==> src/rtl/shint_pkg.sv <==
package shint_pkg;

  localparam int ADDR_W = 8;
  localparam int DATA_W = 32;

  localparam logic [ADDR_W-1:0] A_IDENT = 8'h00;
  localparam logic [ADDR_W-1:0] A_CMD   = 8'h01;

  localparam int B_POL  = 0;
  localparam int B_TRIG = 1;
  localparam int B_DUAL = 2;
  localparam int B_EN   = 3;
  localparam int B_ROUTE = 8;
  localparam int B_RAISE = 31;

  function automatic logic [DATA_W-1:0] ident_word(int nsrc, int ncore);
    logic [DATA_W-1:0] w;
    w = '0;
    w[7:0]   = 8'(nsrc / 8 - 1);
    w[23:16] = 8'(ncore - 1);
    return w;
  endfunction

endpackage

==> src/rtl/shint_regs.sv <==
module shint_regs
  import shint_pkg::*;
#(
  parameter int NUM_SRC  = 16,
  parameter int NUM_CORE = 2,
  parameter int CORE_W   = 1
) (
  input  logic                       clk,
  input  logic                       rst,
  input  logic                       wr_en,
  input  logic                       rd_en,
  input  logic [ADDR_W-1:0]          addr,
  input  logic [DATA_W-1:0]          wdata,
  output logic [DATA_W-1:0]          rdata,
  output logic [NUM_SRC-1:0]         cfg_pol,
  output logic [NUM_SRC-1:0]         cfg_trig,
  output logic [NUM_SRC-1:0]         cfg_dual,
  output logic [NUM_SRC-1:0]         cfg_en,
  output logic [NUM_SRC*CORE_W-1:0]  cfg_route,
  output logic [NUM_SRC-1:0]         cmd_set,
  output logic [NUM_SRC-1:0]         cmd_clr
);

  logic is_src_space;
  logic is_cmd;
  logic [DATA_W-1:0] rd_word;
  logic unused_bits;

  assign is_src_space = addr[ADDR_W-1];
  assign is_cmd       = wr_en && (addr == A_CMD);
  assign unused_bits  = ^{wdata[30:16], wdata[7:4]};

  // one storage slot per source; each slot is written by its own address match
  for (genvar i = 0; i < NUM_SRC; i++) begin : g_slot
    logic hit_w;
    assign hit_w = wr_en && is_src_space && (addr[ADDR_W-2:0] == 7'(i));

    always_ff @(posedge clk) begin
      if (rst) begin
        cfg_pol[i]  <= 1'b1;
        cfg_trig[i] <= 1'b0;
        cfg_dual[i] <= 1'b0;
        cfg_en[i]   <= 1'b0;
        cfg_route[i*CORE_W +: CORE_W] <= '0;
      end else if (hit_w) begin
        cfg_pol[i]  <= wdata[B_POL];
        cfg_trig[i] <= wdata[B_TRIG];
        cfg_dual[i] <= wdata[B_DUAL];
        cfg_en[i]   <= wdata[B_EN];
        cfg_route[i*CORE_W +: CORE_W] <= wdata[B_ROUTE +: CORE_W];
      end
    end

    assign cmd_set[i] = is_cmd &&  wdata[B_RAISE] && (wdata[7:0] == 8'(i));
    assign cmd_clr[i] = is_cmd && !wdata[B_RAISE] && (wdata[7:0] == 8'(i));
  end

  always_comb begin
    rd_word = '0;
    if (addr == A_IDENT) begin
      rd_word = ident_word(NUM_SRC, NUM_CORE);
    end else if (is_src_space) begin
      for (int i = 0; i < NUM_SRC; i++) begin
        if (addr[ADDR_W-2:0] == 7'(i)) begin
          rd_word[B_POL]  = cfg_pol[i];
          rd_word[B_TRIG] = cfg_trig[i];
          rd_word[B_DUAL] = cfg_dual[i];
          rd_word[B_EN]   = cfg_en[i];
          rd_word[B_ROUTE +: CORE_W] = cfg_route[i*CORE_W +: CORE_W];
        end
      end
    end
  end

  always_ff @(posedge clk) begin
    if (rst) begin
      rdata <= '0;
    end else if (rd_en) begin
      rdata <= rd_word;
    end
  end

endmodule

==> src/rtl/shint_src.sv <==
module shint_src #(
  parameter int NUM_SRC = 16
) (
  input  logic               clk,
  input  logic               rst,
  input  logic [NUM_SRC-1:0] irq_in,
  input  logic [NUM_SRC-1:0] cfg_pol,
  input  logic [NUM_SRC-1:0] cfg_trig,
  input  logic [NUM_SRC-1:0] cfg_dual,
  input  logic [NUM_SRC-1:0] cmd_set,
  input  logic [NUM_SRC-1:0] cmd_clr,
  output logic [NUM_SRC-1:0] smp,
  output logic [NUM_SRC-1:0] smp_d,
  output logic [NUM_SRC-1:0] latch_q,
  output logic [NUM_SRC-1:0] pend
);

  logic [NUM_SRC-1:0] active;
  logic [NUM_SRC-1:0] hit;

  always_ff @(posedge clk) begin
    if (rst) begin
      smp   <= '0;
      smp_d <= '0;
    end else begin
      smp   <= irq_in;
      smp_d <= smp;
    end
  end

  for (genvar i = 0; i < NUM_SRC; i++) begin : g_sense
    assign active[i] = cfg_pol[i] ? smp[i] : ~smp[i];
    always_comb begin
      if (cfg_dual[i]) begin
        hit[i] = smp[i] ^ smp_d[i];
      end else if (cfg_pol[i]) begin
        hit[i] = smp[i] & ~smp_d[i];
      end else begin
        hit[i] = ~smp[i] & smp_d[i];
      end
    end

    // a new edge or a software raise wins over an acknowledge in the same cycle
    always_ff @(posedge clk) begin
      if (rst) begin
        latch_q[i] <= 1'b0;
      end else if (cmd_set[i] || (cfg_trig[i] && hit[i])) begin
        latch_q[i] <= 1'b1;
      end else if (cmd_clr[i]) begin
        latch_q[i] <= 1'b0;
      end
    end

    assign pend[i] = latch_q[i] | (~cfg_trig[i] & active[i]);
  end

endmodule

==> src/rtl/shint_pick.sv <==
module shint_pick #(
  parameter int NUM_SRC  = 16,
  parameter int NUM_CORE = 2,
  parameter int CORE_W   = 1,
  parameter int IDX_W    = 5
) (
  input  logic                       clk,
  input  logic                       rst,
  input  logic [NUM_SRC-1:0]         pend,
  input  logic [NUM_SRC-1:0]         cfg_en,
  input  logic [NUM_SRC*CORE_W-1:0]  cfg_route,
  output logic [NUM_CORE-1:0]        core_req,
  output logic [NUM_CORE*IDX_W-1:0]  core_idx
);

  localparam logic [IDX_W-1:0] IDLE = IDX_W'(NUM_SRC);

  for (genvar c = 0; c < NUM_CORE; c++) begin : g_core
    logic [NUM_SRC-1:0] qual;
    logic [IDX_W-1:0]   first;
    logic               any;

    for (genvar i = 0; i < NUM_SRC; i++) begin : g_q
      assign qual[i] = pend[i] & cfg_en[i] &
                       (cfg_route[i*CORE_W +: CORE_W] == CORE_W'(c));
    end

    always_comb begin
      first = IDLE;
      for (int i = NUM_SRC - 1; i >= 0; i--) begin
        if (qual[i]) first = IDX_W'(i);
      end
    end

    assign any = |qual;

    always_ff @(posedge clk) begin
      if (rst) begin
        core_req[c] <= 1'b0;
        core_idx[c*IDX_W +: IDX_W] <= IDLE;
      end else begin
        core_req[c] <= any;
        core_idx[c*IDX_W +: IDX_W] <= first;
      end
    end
  end

endmodule

==> src/rtl/shint_hub.sv <==
module shint_hub
  import shint_pkg::*;
#(
  parameter int NUM_SRC  = 16,
  parameter int NUM_CORE = 2,
  localparam int CORE_W  = (NUM_CORE > 1) ? $clog2(NUM_CORE) : 1,
  localparam int IDX_W   = $clog2(NUM_SRC + 1)
) (
  input  logic                      clk,
  input  logic                      rst,
  input  logic [NUM_SRC-1:0]        irq_in,
  input  logic                      wr_en,
  input  logic                      rd_en,
  input  logic [7:0]                addr,
  input  logic [31:0]               wdata,
  output logic [31:0]               rdata,
  output logic [NUM_CORE-1:0]       core_req,
  output logic [NUM_CORE*IDX_W-1:0] core_idx
);

  logic [NUM_SRC-1:0]        cfg_pol, cfg_trig, cfg_dual, cfg_en;
  logic [NUM_SRC*CORE_W-1:0] cfg_route;
  logic [NUM_SRC-1:0]        cmd_set, cmd_clr;
  logic [NUM_SRC-1:0]        smp, smp_d, latch_q, pend;

  shint_regs #(
    .NUM_SRC(NUM_SRC), .NUM_CORE(NUM_CORE), .CORE_W(CORE_W)
  ) u_regs (
    .clk(clk), .rst(rst), .wr_en(wr_en), .rd_en(rd_en), .addr(addr),
    .wdata(wdata), .rdata(rdata), .cfg_pol(cfg_pol), .cfg_trig(cfg_trig),
    .cfg_dual(cfg_dual), .cfg_en(cfg_en), .cfg_route(cfg_route),
    .cmd_set(cmd_set), .cmd_clr(cmd_clr)
  );

  shint_src #(.NUM_SRC(NUM_SRC)) u_src (
    .clk(clk), .rst(rst), .irq_in(irq_in), .cfg_pol(cfg_pol),
    .cfg_trig(cfg_trig), .cfg_dual(cfg_dual), .cmd_set(cmd_set),
    .cmd_clr(cmd_clr), .smp(smp), .smp_d(smp_d), .latch_q(latch_q),
    .pend(pend)
  );

  shint_pick #(
    .NUM_SRC(NUM_SRC), .NUM_CORE(NUM_CORE), .CORE_W(CORE_W), .IDX_W(IDX_W)
  ) u_pick (
    .clk(clk), .rst(rst), .pend(pend), .cfg_en(cfg_en),
    .cfg_route(cfg_route), .core_req(core_req), .core_idx(core_idx)
  );

endmodule

==> config.mk <==
export PLATFORM = sky130hd
export DESIGN_NAME = shint_hub
export DESIGN_NICKNAME = d
export VERILOG_FILES = /design/src/rtl/shint_pkg.sv /design/src/rtl/shint_regs.sv /design/src/rtl/shint_src.sv /design/src/rtl/shint_pick.sv /design/src/rtl/shint_hub.sv
export SDC_FILE = /design/constraint.sdc
export NUM_CORES = 1
export LEC_CHECK = 0
export ABC_AREA = 1
export BUFFER_PORTS_ARGS = -buffer_cell sky130_fd_sc_hd__buf_2
export CAP_MARGIN = 5
export CORE_MARGIN = 8
export CORE_UTILIZATION = 51
export DETAILED_ROUTE_END_ITERATION = 8
export PLACE_DENSITY = 0.72
export SYNTH_ARGS = -nofsm -noshare
export SYNTH_HDL_FRONTEND = slang
export SYNTH_SLANG_ARGS = --single-unit
==> constraint.sdc <==
create_clock -name clk -period 3 [get_ports clk]
set_input_delay 0.3 -clock clk [delete_from_list [all_inputs] [get_ports clk]]
set_output_delay 0.3 -clock clk [all_outputs]
set_load 0.02 [all_outputs]
* Yosys cells after proc, flatten, opt, wreduce, memory -nomap -nowiden *
Cells that the tools add are included.

operators by class
  equality and inequality tests = 31
  div/mod/pow operators = 0
  $add $sub $neg = 0
  magnitude comparators = 0
  $mul = 0
  shift-type cells = 0
  mux-type cells = 149
  reductions and logical operators = 114
  bitwise operators = 192

operators with widths
  operator                                                          count
  5-bit 2-to-1 mux                                                  32
  1-bit 2-to-1 mux                                                  98
  1-bit bitwise AND                                                 96
  4-bit 2-to-1 mux                                                  18
  1-bit logical AND                                                 68
  8-bit by 4-bit == test with 1-bit output (second input constant)  8
  1-bit inverter                                                    64
  7-bit by 4-bit == test with 1-bit output (second input constant)  8
  8-bit by 3-bit == test with 1-bit output (second input constant)  4
  2-bit nonzero test                                                16
  16-bit OR reduction                                               2
  7-bit by 3-bit == test with 1-bit output (second input constant)  4
  9-bit OR reduction                                                2
  8-bit by 1-bit == test with 1-bit output (second input constant)  2
  8-bit by 2-bit == test with 1-bit output (second input constant)  2
  8-bit zero test                                                   2
  1-bit logical OR                                                  16
  1-bit OR                                                          16
  1-bit XOR                                                         16
  7-bit by 2-bit == test with 1-bit output (second input constant)  2
  5-bit OR reduction                                                2
  8-bit 2-to-1 mux                                                  1
  7-bit by 1-bit == test with 1-bit output (second input constant)  1
  7-bit zero test                                                   1
  3 further kinds                                                   5

storage, ports and cells
  bits in read-only memories = 0
  bits in latches = 0
  memories = 0
  register bits = 168
  logic and storage cells = 597
  bits in writable memories = 0
  input port bits = 60

* Depth between registers and ports, before layout *
  word-level depth = 22
  gate-level depth with buffers = 20
  gate-level depth less buffers = 20

* Modules after synthesis *
Synthesis repeated with hierarchy kept, for this count alone.

second synthesis, totals
  cells, all modules = 1,176
  area total of the unflattened synthesis = 7,886.3 um^2

modules (own cells, without submodules)
  module      instances  sequential area each (um^2)  area an instance (um^2)  cells each
  shint_regs  1          1,721.7                      4,332.9                  634
  shint_src   1          960.9                        2,706.3                  389
  shint_pick  1          240.2                        847.1                    153

* Worst setup path before layout *
OpenSTA, ideal clock, no wires.

  path type = input port to flip-flop
  start point = in addr[2]
  end point = reg u_regs.rdata[3]
  slack = 1.438 ns
  data arrival time = 1.430 ns
  stages on the path = 14
  library setup time = 0.132 ns
  cell sequence = nor2_1 -> nand4_1 -> inv_1 -> nand2_1 -> nand2_1 -> nand4_1 -> nor2_1 -> nand4_1 -> nor2_1 -> nand3_1 -> nand2_1 -> nand2_1 -> nand2_1 -> a21oi_1

on the way
  cells in the longest elaborated chain, start to end = 19
  elaborated cells on any way between the ends = 35

RTL lines
  item                            RTL line          RTL
  start, declared                 shint_hub.sv:14   input logic [7:0] addr,
  7-bit zero test                 shint_regs.sv:64  if (addr[ADDR_W-2:0] == 7'(i)) begin
  4-bit 2-to-1 mux (16 in a row)  shint_regs.sv:64
  4-bit 2-to-1 mux                shint_regs.sv:62  end else if (is_src_space) begin
  4-bit 2-to-1 mux (*)            shint_regs.sv:60  if (addr == A_IDENT) begin
  end signal, assigned            shint_regs.sv:79  rdata <= rd_word;
  end, declared                   shint_regs.sv:14  output logic [DATA_W-1:0] rdata,

Mark *: on every way between the ends. The rest lies on a longest branch, timed or not.
A chain may end at the register's enable or synchronous reset.

* Worst setup path after layout *
  start point = in addr[1]
  end point = reg u_regs.rdata[0]

Same word-level chain as after synthesis.

==> summary.txt <==
Global routing
  • Remaining global-route overflow: 0
  • Initial antenna violation count: 0
  • Largest net degree at the start of global routing: slightly below 60
  • First-pass GRT wire length: 33880 microns
  • Number of global-route vias before repair: 6902
  • GRT Total Usage: 0.2285

Timing
  • Worst-margin pin slew: 0.8824 ns
  • Slew margin rel.: 0.4109
  • Worst hold margin: approximately 0.07 ns
  • Clock skew: just over 0.008 ns
  • Slew Viols, Final: 0
  • Fin worst setup slack: 1.073 ns
  • RSZ-0062 raised after global routing: no
  • Min Tclk post-route: 1.927 ns
  • Peak Freq: 519.0 MHz
  • TNS Setup: 0 ns
  • Period utilisation layout: 0.6423
  • Final setup violating endpoints: 0
  • Hold Vio Cnt, Final: 0

Power
  • Final total power: 4.458 mW
  • P_int: 3.424 mW
  • Comb power frac: 0.065
  • Sw Ratio: 0.2320
  • PD cells: 522.1 mW/mm^2
  • Power share of the sequential group: 0.444
  • Clock group share of total power: 0.491
  • Leakage Power: 3.897 nW
  • NetSw: 1.034 mW
  • Peak supply drop: 0.3975 mV

Clocking
  • Worst-Skew Late Latency: 0.43 ns
  • Clk slew on worst S/H paths: 0.06 ns
  • CTS tree: yes
  • H-tree levels: 4
  • Hold-fix buffers, CTS: 0
  • Clk root buf: clkbuf_16
  • Cts bufs inserted: 17
  • Post-CTS resize count: 0
  • Max Root-Sink Buffers: 2
  • Setup Buffers After CTS: 0
  • CTS sink cnt: roughly 150

Synthesis
  • Syn Inst Count: 1118
  • Sequential fraction of the synthesis area: 0.3861
  • Mean post-synth cell area: just under 7 sq um
  • Top_reg_cell synth: dfxtp_1
  • Number of synthesis warnings: 0
  • Register bit total from synthesis: 146
  • Distinct cells, synth: 34
  • EDFF count, synth: 0
  • Asr flop ratio synth: 0
  • Mapped cell area: around 0.0076 sq mm

Final layout
  • Post-Layout Cell Count: 1371
  • Commonest non-fill, non-tap cells in the layout: nand2_1 (249), inv_1 (166), dfxtp_1 (146)
  • Layout cells sized above 1: 0.09604
  • Antenna cells: 0
  • Most common cell after layout, fill and taps aside: nand2_1
  • Final net count: 1267
  • Final instance area: 0.008539 sq mm
  • Area Overhead vs Synth: 12.79%
  • Final Core Density: 0.5876

Critical path
  • Worst path most repeated cell: nand2_1
  • CP delay by family, top: simple AND/OR/NAND/NOR gates
  • Number of cells on the worst reg-to-reg path: 18
  • Slowest CP cell: nand2_1
  • Worst-path cell chain: buf_2 > inv_1 > nand2_1 > nor2_1 > nand2_1 > o21ai_1 > nor2_1 > nand3_1 > nand2_1 > nand3b_1 > nand2_1 > nand4_1 > nor2_1 > nand3_1 > nand2_1 > a21oi_1
  • Data arrival, critical path: 2.24 ns
  • Worst flop-to-flop path startpoint: u_regs.cfg_pol[13]
  • R2R setup slack: 1.10 ns
  • Setup CP Type: in2reg
  • Worst path required time: 3.31 ns
  • Max incr delay on CP: 0.25 ns
  • Largest fanout on the critical path: 5
  • CP Capture Type: flop
  • Worst Path Buf+Inv: 2
  • Worst setup SP type: input pin
  • Reg2reg end: u_pick.core_idx[0]

Floorplanning
  • Die Ht: 137.8 microns
  • Die Width: 137.8 microns
  • Core region area: 0.01453 sq mm
  • Num ports: 104
  • Row count: 44
  • Initial Utilization: 0.5209
  • Die area: 0.01900 sq mm

Worst hold path
  • Hold path startpoint: irq_in[5]
  • Hold path endpoint: u_src.smp[5]
  • Hold Crit Class: in2reg
  • Hold path depth: 3

Placement
  • Detailed placement HPWL: 14850 microns
  • PortBufs: 55
  • Placed insts: 1340
  • DP Area: 0.007940 sq mm
  • Placer Congestion: 0.9410
  • Place WS: 0.7156 ns

Detailed routing
  • Post-route ant nets: 0
  • Routed length per instance: 15.17 microns
  • Final WL: 20800 microns
  • Residual DRC: 0
  • Total number of vias: around 7300
  • Via density per instance: 5.317
  • First-pass detailed-route iteration total: 6
  • Iter 0 DRT Violations: ~690

Status
  • Status: complete, no violations

Flow run
  • Max_cap viols: 0
logic make-up after synthesis:
| group | synth area share |
|---|---|
| and+or+nand+nor | 0.2398 |
| adders and majority gates | 0.05288 |
| other | 0.0004953 |
| buffers and inverters | 0.1236 |
| DFF | 0.3861 |
| AOI/OAI and AO/OA | 0.1972 |
layout make-up:
type / instances / area, sq um
inverters: 172 / 645.6
repair buffers: 63 / 335.3
fillers: 1416 / 5995
clock inverters: 11 / 162.7
flip-flops and latches: 146 / 2923
clock buffers: 20 / 436.7
multi-input cells: 775 / 3806
well taps: 184 / 230.2
synth_stat cells (2+ instances only):
master,count,share of area
clkbuf_1,22,0.011
nand2_1,249,0.12
nor2_4,3,0.0045
buf_4,27,0.027
nor2_2,10,0.0083
o21ai_0,93,0.061
a21oi_1,132,0.087
nand3_1,26,0.017
a211oi_1,7,0.0069
dfxtp_1,146,0.39
o21a_1,7,0.0069
nand3b_1,2,0.0020
ha_1,32,0.053
o31ai_1,5,0.0050
a31oi_1,5,0.0041
nor2_1,127,0.063
o211ai_1,11,0.011
inv_2,5,0.0025
a221oi_1,2,0.0023
inv_1,167,0.083
nand4_1,14,0.012
a32oi_1,4,0.0046
nor3_1,8,0.0053
o21bai_1,2,0.0020
a22oi_1,3,0.0030
sequential cells by signal, indices dropped and copies added (netlist names):
name,flops
u_src.smp_d,16
u_src.smp,16
u_regs.cfg_en,16
u_pick.core_req,2
u_pick.core_idx,10
u_regs.cfg_dual,16
u_regs.cfg_route,16
u_src.latch_q,16
u_regs.cfg_trig,16
u_regs.cfg_pol,16
u_regs.rdata,6
how the worst max path moves through the flow:
stage	from	to	slack, ns	depth (start not counted)
4_1_cts	u_regs.cfg_pol[7]	u_pick.core_req[0]	1.12	11
2_1_floorplan	addr[2]	u_regs.rdata[3]	1.44	14
6_report	addr[1]	u_regs.rdata[0]	1.07	16
3_5_place_dp	addr[1]	u_src.latch_q[5]	0.72	10
5_1_grt	u_regs.cfg_pol[14]	u_pick.core_idx[0]	0.81	19
3_3_place_gp	addr[1]	u_regs.rdata[0]	0.73	16
worst min-delay path, delay by kind of cell:
kind	cells	cell delay (ns)
buf+inv	2	0.10
simple gates	1	0.06
power groups by stage:
stage	Clock [mW]	Combinational, mW	Sequential [mW]
6_report	2.19	0.289	1.98
5_1_grt	2.31	0.323	1.98
2_1_floorplan	0	0.207	2.02
4_1_cts	2.21	0.285	1.98
3_3_place_gp	0	0.279	2.02
3_5_place_dp	0	0.283	2.02
layer usage:
| layer | GRT usage | vias up | wire [microns] |
|---|---|---|---|
| li1 | - | 3658 | - |
| met5 | 0 | - | 0 |
| met1 | 0.2879 | 3309 | 8880 |
| met4 | 0.08239 | 0 | 556 |
| met2 | 0.3723 | 277 | 9735 |
| met3 | 0.05398 | 46 | 1626 |
Power figures use the tool's default switching activity.
